[src/rtl/tslot_pkg.sv]
package tslot_pkg;

  typedef struct packed {
    logic restore;    // gap cycle between slots
    logic slotStart;  // first cycle of a slot
    logic active;     // any cycle inside a slot
  } slot_strobe_t;

endpackage

[src/rtl/tslot_sequencer.sv]
module tslot_sequencer
  import tslot_pkg::*;
#(
  parameter int NUM_DEV  = 4,
  parameter int SLOT_LEN = 16,
  localparam int CNT_W   = $clog2(SLOT_LEN + 1),
  localparam int OWN_W   = (NUM_DEV > 1) ? $clog2(NUM_DEV) : 1
) (
  input  logic             clk,
  input  logic             rstN,
  output slot_strobe_t     strobes,
  output logic [OWN_W-1:0] owner
);

  localparam logic [CNT_W-1:0] LAST_CNT = CNT_W'(SLOT_LEN);
  localparam logic [OWN_W-1:0] LAST_OWN = OWN_W'(NUM_DEV - 1);

  logic [CNT_W-1:0] cntQ;
  logic [OWN_W-1:0] ownerQ;

  // cntQ == 0 is the gap cycle; 1..SLOT_LEN are the slot cycles
  always_ff @(posedge clk or negedge rstN) begin
    if (!rstN) begin
      cntQ   <= '0;
      ownerQ <= LAST_OWN;
    end else begin
      cntQ <= (cntQ == LAST_CNT) ? '0 : cntQ + 1'b1;
      if (cntQ == '0) begin
        ownerQ <= (ownerQ == LAST_OWN) ? '0 : ownerQ + 1'b1;
      end
    end
  end

  always_comb begin
    strobes.restore   = (cntQ == '0);
    strobes.slotStart = (cntQ == CNT_W'(1));
    strobes.active    = (cntQ != '0);
  end

  assign owner = ownerQ;

endmodule

[src/rtl/tslot_gate.sv]
module tslot_gate
  import tslot_pkg::*;
#(
  parameter int NUM_DEV   = 4,
  parameter int STATE_W   = 4,
  parameter int IDLE_CODE = 0,
  localparam int OWN_W    = (NUM_DEV > 1) ? $clog2(NUM_DEV) : 1
) (
  input  logic               clk,
  input  logic               rstN,
  input  slot_strobe_t       strobes,
  input  logic [OWN_W-1:0]   owner,
  input  logic [NUM_DEV-1:0] slotMask,
  input  logic [NUM_DEV-1:0] devTrusted,
  input  logic               masterBusy,
  input  logic [STATE_W-1:0] masterState,
  output logic [NUM_DEV-1:0] connEn
);

  logic taintQ;     // master may hold state from an untrusted exchange
  logic grantQ;     // grant decided at slot start, held for the slot
  logic masterIdle;
  logic ownerTrusted;
  logic ownerListed;
  logic grantNow;
  logic slotGrant;
  logic slotOpen;

  assign masterIdle   = (masterState == STATE_W'(IDLE_CODE)) && !masterBusy;
  assign ownerTrusted = devTrusted[owner];
  assign ownerListed  = slotMask[owner];
  assign grantNow     = !ownerTrusted || !taintQ || masterIdle;
  assign slotGrant    = strobes.slotStart ? grantNow : grantQ;
  assign slotOpen     = strobes.active && ownerListed && slotGrant;

  always_ff @(posedge clk or negedge rstN) begin
    if (!rstN) begin
      taintQ <= 1'b1;
      grantQ <= 1'b0;
    end else begin
      if (slotOpen && !ownerTrusted) begin
        taintQ <= 1'b1;
      end else if (strobes.slotStart && masterIdle) begin
        taintQ <= 1'b0;
      end
      if (strobes.slotStart) begin
        grantQ <= grantNow;
      end
    end
  end

  for (genvar i = 0; i < NUM_DEV; i++) begin : g_en
    assign connEn[i] = slotOpen && (owner == OWN_W'(i));
  end

endmodule

[src/rtl/tslot_bus_adapter.sv]
module tslot_bus_adapter
  import tslot_pkg::*;
#(
  parameter int NUM_DEV   = 4,
  parameter int SLOT_LEN  = 16,
  parameter int STATE_W   = 4,
  parameter int IDLE_CODE = 0,
  localparam int OWN_W    = (NUM_DEV > 1) ? $clog2(NUM_DEV) : 1
) (
  input  logic               clk,
  input  logic               rstN,
  input  logic [NUM_DEV-1:0] slotMask,
  input  logic [NUM_DEV-1:0] devTrusted,
  input  logic               masterBusy,
  input  logic [STATE_W-1:0] masterState,
  output logic [NUM_DEV-1:0] connEn,
  output logic               restorePulse
);

  slot_strobe_t     strobes;
  logic [OWN_W-1:0] owner;

  tslot_sequencer #(
    .NUM_DEV (NUM_DEV),
    .SLOT_LEN(SLOT_LEN)
  ) u_seq (
    .clk    (clk),
    .rstN   (rstN),
    .strobes(strobes),
    .owner  (owner)
  );

  tslot_gate #(
    .NUM_DEV  (NUM_DEV),
    .STATE_W  (STATE_W),
    .IDLE_CODE(IDLE_CODE)
  ) u_gate (
    .clk        (clk),
    .rstN       (rstN),
    .strobes    (strobes),
    .owner      (owner),
    .slotMask   (slotMask),
    .devTrusted (devTrusted),
    .masterBusy (masterBusy),
    .masterState(masterState),
    .connEn     (connEn)
  );

  assign restorePulse = strobes.restore;

endmodule

[config.mk]
export PLATFORM = sky130hd
export DESIGN_NAME = tslot_bus_adapter
export DESIGN_NICKNAME = d
export VERILOG_FILES = /design/src/rtl/tslot_pkg.sv /design/src/rtl/tslot_sequencer.sv /design/src/rtl/tslot_gate.sv /design/src/rtl/tslot_bus_adapter.sv
export SDC_FILE = /design/constraint.sdc
export NUM_CORES = 1
export LEC_CHECK = 0
export BUFFER_PORTS_ARGS = -buffer_cell sky130_fd_sc_hd__buf_2
export CAP_MARGIN = 20
export CORE_MARGIN = 4
export CORE_UTILIZATION = 30
export DETAILED_ROUTE_END_ITERATION = 10
export HOLD_SLACK_MARGIN = 0.1
export PLACE_DENSITY = 0.63
export SYNTH_ARGS = -nofsm -noshare
export SYNTH_HDL_FRONTEND = slang
export SYNTH_SLANG_ARGS = --single-unit
[constraint.sdc]
create_clock -name clk -period 1.55 [get_ports clk]
set_input_delay 0.155 -clock clk [delete_from_list [all_inputs] [get_ports clk]]
set_output_delay 0.155 -clock clk [all_outputs]
set_load 0.02 [all_outputs]
==> results of run 1 <==
cells in the mapped netlist:
| master | instances |
|---|---|
| nand2b_1 | 1 |
| o21ai_0 | 3 |
| ha_1 | 7 |
| or4_4 | 1 |
| dfstp_2 | 3 |
| nor2b_1 | 1 |
| a21oi_1 | 2 |
| o22ai_1 | 1 |
| inv_1 | 7 |
| o211ai_1 | 1 |
| nor3_1 | 1 |
| mux4_2 | 2 |
| nand3b_1 | 1 |
| or4b_1 | 1 |
| nand2_1 | 1 |
| and4_1 | 1 |
| o2111a_2 | 1 |
| nor4b_2 | 1 |
| nor2_1 | 4 |
| or3_1 | 1 |
| nand3_1 | 2 |
| dfrtp_1 | 6 |
| nor3b_1 | 5 |
| xnor2_1 | 1 |
final timing paths:
| path | start | endpoint | slack, ns | cells after the start |
|---|---|---|---|---|
| min in group asynchronous | rstN | u_seq.cntQ[4] | 0.28 | 2 |
| max in group asynchronous | rstN | u_seq.owner[1] | 1.03 | 2 |
| min reg2reg | u_gate.taintQ | u_gate.taintQ | 0.48 | 2 |
| max | u_seq.owner[0] | connEn[2] | -0.52 | 4 |
| min | masterState[1] | u_gate.taintQ | 0.20 | 3 |
| max reg2reg | u_seq.cntQ[1] | u_seq.owner[0] | -0.13 | 6 |
worst reg2reg max path: stages (launching register included):
cell	delay [ns]
dfrtp_1	0.38
inv_2	0.06
ha_2	0.17
or4b_4	0.47
buf_6	0.14
or3_1	0.30
o21ai_1	0.08
area by class of cell:
cell class,instances,area [um2],share of cell area (%)
Clock buffer,4,26.28,2.618
Sequential cell,9,229.0,22.82
Multi-Input combinational cell,39,397.9,39.65
Timing Repair Buffer,37,287.8,28.68
Inverter,7,31.28,3.117
Tap cell,25,31.28,3.117
sequential cells by signal, indices dropped and copies added (netlist names):
register       count
u_seq.owner        2
u_seq.cntQ         5
u_gate.grantQ      1
u_gate.taintQ      1
logic make-up (layout without fill, tap and decap cells):
logic type / Yosys count / count (layout) / share of synthesized area (%)
DFF: 9 / 9 / 38.77
muxes: 2 / 2 / 7.627
and+or+nand+nor: 21 / 21 / 24.15
xor gates and xnor gates: 1 / 1 / 1.483
buffers and inverters: 7 / 48 / 4.450
adders and majority gates: 7 / 7 / 14.83
AOI/OAI and AO/OA: 8 / 8 / 8.687
power groups by stage:
stage | combinational [uW] | clock (uW) | sequential (uW)
3_5_place_dp | 49.0 | 0 | 242
5_1_grt | 57.6 | 202 | 238
6_report | 52.2 | 175 | 238
4_1_cts | 53.2 | 188 | 238
2_1_floorplan | 17.4 | 0 | 242
3_3_place_gp | 48.3 | 0 | 242
layer usage:
layer	GRT usage, %	share of wire, %	vias to the layer above
met2	21.49	54	10
met1	15.17	41	274
li1	-	-	283
met3	2.564	3.1	2
met4	6.383	1.2	0
met5	0	0	-
through the flow:
step / cells / hold slack [ns] / power (uW)
2_1_floorplan: 55 / -0.1406 / 259.2
3_3_place_gp: 111 / 0.01683 / 290.6
3_5_place_dp: 111 / 0.01957 / 291.1
4_1_cts: 117 / 0.1985 / 479.7
5_1_grt: 121 / 0.2344 / 497.6
6_report: 121 / 0.2019 / 465.1
what timing repair did:
action	CTS	global route
setup endpoints to repair	8	9
buffers inserted	1	5
hold buffers	1	0
resized for setup	17	7
hold endpoints to repair	9	0
gates cloned	0	0
pin swaps	1	2
==> impl_metrics.json, run 1 <==
{
  "status": "finished with violations",
  "violations": "setup timing",
  "drive_gt1_share_pct": 58.33,
  "grtUsageTotal_pct": 12.75,
  "yosysTopAreaCell": "dfrtp_1",
  "yosysSeqAreaShare_pct": 38.77,
  "clk_latency_ns": 0.26,
  "num_io_pins": 20,
  "p_sw_uw": 98.20,
  "ant_nets": 0,
  "worst_pin_slew_ns": 0.2688,
  "cp-end-kind": "output pin",
  "max_freq_mhz": 484.1,
  "setup_tns_ns": -2.468,
  "synth_fp_nets": 77,
  "dieHeight_um": 52.37,
  "p_sw_share_pct": 21.12,
  "crit_fanout": 5,
  "mostFrequentLayoutCell": "buf_2",
  "viasPerCell": 4.702,
  "yosys_warnings": 0,
  "crit_chain": "mux4_2 > o2111a_2 > nor3b_4 > buf_6",
  "ys_types": 24,
  "area_delta_synth_final_pct": 69.91,
  "core_um2": 1802,
  "grt_pass1_wl_mm": 2.525,
  "max_cap_viol_count": 0,
  "hold_class": "in2reg",
  "min_period_over_period_pct": 133.3,
  "cts_buffers": 3,
  "leakagePower_uw": 0.0004809,
  "setup_viol": 8,
  "cellPowerDensity_nw_per_um2": 463.5,
  "drc": 0,
  "gp_congestion": 0.7388,
  "sequentialPowerShare_pct": 51.2,
  "finalWorstPathRequiredPeriod_ns": 2.066,
  "htree_levels": 1,
  "peakVddDrop_mv": 0.2810,
  "ys_top_cells_by_area": "dfrtp_1, ha_1, dfstp_2, mux4_2, nor3b_1",
  "insertedDiodeCount": 0,
  "wl_per_cell_um": 11.91,
  "clk_pin_slew_ns": 0.06,
  "rows": 15,
  "crit_family": "flip-flops",
  "port_buffers": 19,
  "rsz0062_at_grt": "true",
  "wirelength_mm": 1.441,
  "power.share.clock_pct": 37.5,
  "setup_slack_ns": -0.5158,
  "antenna_found_initial": 0,
  "ys_ff_latch": 9,
  "netlist_instances": 55,
  "fin_nets": 119,
  "placed_cell_area_um2": 868.3,
  "comb_power_share_pct": 11.2,
  "tritoncts": "done",
  "cp_slowest_cell": "dfstp_2",
  "hpwl_mm": 1.108,
  "grt_remaining_overflow": 0,
  "crit_required_ns": 1.39,
  "crit_type": "reg2out",
  "fin_skew_ns": 0.001656,
  "root_buffer": "clkbuf_4",
  "pre_cts_slack_ns": -0.2934,
  "slew_viol_final": 0,
  "clockBufferDepth": 2,
  "fillers": 170,
  "timing.slew.headroom_pct": 82.00,
  "critPathBufInv": 1,
  "grt_pass1_vias": 610,
  "clock-sinks": 9,
  "synth_top_area_share_pct": 25.42,
  "drt_iter0_markers": 0,
  "final_core_util_pct": 55.69,
  "hold_viol_final": 0,
  "final_cell_mix": "buf_2, buf_4, buf_6",
  "start_util_pct": 32.78,
  "die_w_um": 52.37,
  "critPathArrivalTime_ns": 1.91,
  "first_pass_iters": 1,
  "synth_area_um2": 590.6,
  "die_area_um2": 2743,
  "vias": 569,
  "intPower_uw": 366.9,
  "cpPeakStageDelay_ns": 0.56,
  "design_area_um2": 1003,
  "grt_max_degree": 10,
  "synth_area_per_cell_um2": 10.74,
  "start_kind": "flop"
}
No activity file was read; power rests on OpenSTA's default activity.
==> inputs of run 2 (changes only) <==
--- a/config.mk
+++ b/config.mk
@@ -13,4 +13,5 @@
 export HOLD_SLACK_MARGIN = 0.1
 export PLACE_DENSITY = 0.63
+export REMOVE_ABC_BUFFERS = 1
 export SYNTH_ARGS = -nofsm -noshare
 export SYNTH_HDL_FRONTEND = slang
==> constraint.sdc (replaced) <==
create_clock -name clk -period 1.55 [get_ports clk]
set_input_delay 0.155 -clock clk [delete_from_list [all_inputs] [get_ports clk]]
set_output_delay 0.155 -clock clk [all_outputs]
set_load 0.05 [all_outputs]
==> run 2 against run 1 <==
Net effect:
- the run still ends with setup timing left
- via count fell by 4.4%
- first-iteration DRC count rose by 5
- global-route usage fell by 1.3 points
- largest power group unchanged
- maximum frequency fell by 1.7%
- largest cell class unchanged
==> impl_metrics.json, run 2 (synthesized netlist as in run 1, its figures left out) <==
{
  "hold_class": "in2reg",
  "leakagePower_uw": 0.0004517,
  "crit_type": "reg2out",
  "fillers": 171,
  "fin_nets": 116,
  "clock-sinks": 9,
  "grtUsageTotal_pct": 11.45,
  "viasPerCell": 4.610,
  "violations": "setup timing",
  "largest_register_ffs": 5,
  "final_cell_mix": "buf_4, buf_2, ha_1, dfrtp_1",
  "setup_viol": 7,
  "max_cap_viol_count": 0,
  "die_w_um": 52.37,
  "first_pass_iters": 2,
  "regArea_um2": 229.0,
  "finalWorstPathRequiredPeriod_ns": 2.102,
  "start_kind": "flop",
  "fin_skew_ns": 0.001616,
  "vias": 544,
  "port_buffers": 19,
  "placed_cell_area_um2": 799.5,
  "start_util_pct": 32.78,
  "peakVddDrop_mv": 0.4151,
  "multi_input_area_um2": 347.8,
  "slew_viol_final": 0,
  "cellPowerDensity_nw_per_um2": 516.5,
  "hold_viol_final": 0,
  "max_freq_mhz": 475.7,
  "holdWs_ns": 0.2240,
  "cts_buffers": 3,
  "largest-register": "u_seq.cntQ",
  "grt_pass1_vias": 562,
  "antenna_found_initial": 0,
  "total_power_uw": 466.6,
  "wirelength_mm": 1.328,
  "ant_nets": 0,
  "rsz0062_at_grt": "true",
  "root_buffer": "clkbuf_4",
  "clk_latency_ns": 0.27,
  "cp-end-kind": "output pin",
  "core_um2": 1802,
  "wl_per_cell_um": 11.25,
  "setup_slack_ns": -0.5520,
  "status": "finished with violations",
  "drc": 0,
  "drive_gt1_share_pct": 53.76,
  "worst_pin_slew_ns": 0.3763,
  "tritoncts": "done",
  "drt_iter0_markers": 5,
  "insertedDiodeCount": 0,
  "design_area_um2": 903.4,
  "die_area_um2": 2743,
  "clockBufferDepth": 2,
  "final_core_util_pct": 50.14,
  "clk_pin_slew_ns": 0.06,
  "htree_levels": 1,
  "grt_max_degree": 10,
  "area_delta_synth_final_pct": 52.97,
  "hpwl_mm": 1.051,
  "dieHeight_um": 52.37,
  "num_io_pins": 20,
  "critPathArrivalTime_ns": 1.95,
  "grt_remaining_overflow": 0,
  "mostFrequentLayoutCell": "buf_4",
  "min_period_over_period_pct": 135.6,
  "grt_pass1_wl_mm": 2.332,
  "rows": 15,
  "crit_fanout": 5,
  "crit_required_ns": 1.39,
  "timing.slew.headroom_pct": 74.80,
  "gp_congestion": 0.7391
}
## run 2: changes by cell type in the layout (fill, tap and decap cells not counted), sizes merged
cell and change:
buf -3
## run 2: final cells by class
| cell class | instances | share of cell area [%] |
|---|---|---|
| Multi-Input combinational cell | 39 | 38.50 |
| Timing Repair Buffer | 34 | 26.32 |
| Sequential cell | 9 | 25.35 |
| Inverter | 7 | 3.463 |
| Tap cell | 25 | 3.463 |
| Clock buffer | 4 | 2.909 |
## run 2: per-stage QoR
stage	setup TNS [ns]	setup WS, ns	instances
after detailed placement	-1.444	-0.2982	110
after CTS	-2.832	-0.5477	117
final	-2.770	-0.5520	118
after floorplan	-4.453	-1.032	55
after global placement	-1.370	-0.2851	110
after global routing	-3.479	-0.6437	118
## run 2: layer usage
layer  GRT usage, %  routed length (um)
met2          19.63                 668
met4          3.830                  22
met5              0                   0
met3          3.419                  61
met1          13.45                 575
## run 2: timing repair
action                                 4_1_cts  5_1_grt
endpoints found under the hold margin        9        0
hold buffers                                 1        0
pin swaps                                    1        1
setup buffers                                2        1
setup endpoints to repair                    7        8
gates cloned                                 0        0
gates resized for setup                     13        7
## run 2: critical path, stage by stage (launching register included)
cell,delay (ns)
dfstp_2,0.55
mux4_2,0.51
o2111a_2,0.18
nor3b_1,0.21
buf_4,0.23
## run 2: worst paths after layout
path                       depth (start not counted)              to      startpoint  slack (ns)
min reg2reg                                        2   u_gate.taintQ   u_gate.taintQ        0.48
max reg2reg                                        6  u_seq.owner[0]   u_seq.cntQ[0]       -0.19
min in group asynchronous                          2   u_seq.cntQ[1]            rstN        0.26
max in group asynchronous                          2  u_seq.owner[0]            rstN        1.04
max                                                4       connEn[3]  u_seq.owner[0]       -0.55
min                                                3   u_gate.taintQ  masterState[1]        0.22
## run 2: report_power, final
part / internal, uW / switching, uW
Clock: 99.4 / 85.0
Sequential: 237 / 0.999
Combinational: 24.5 / 19.6
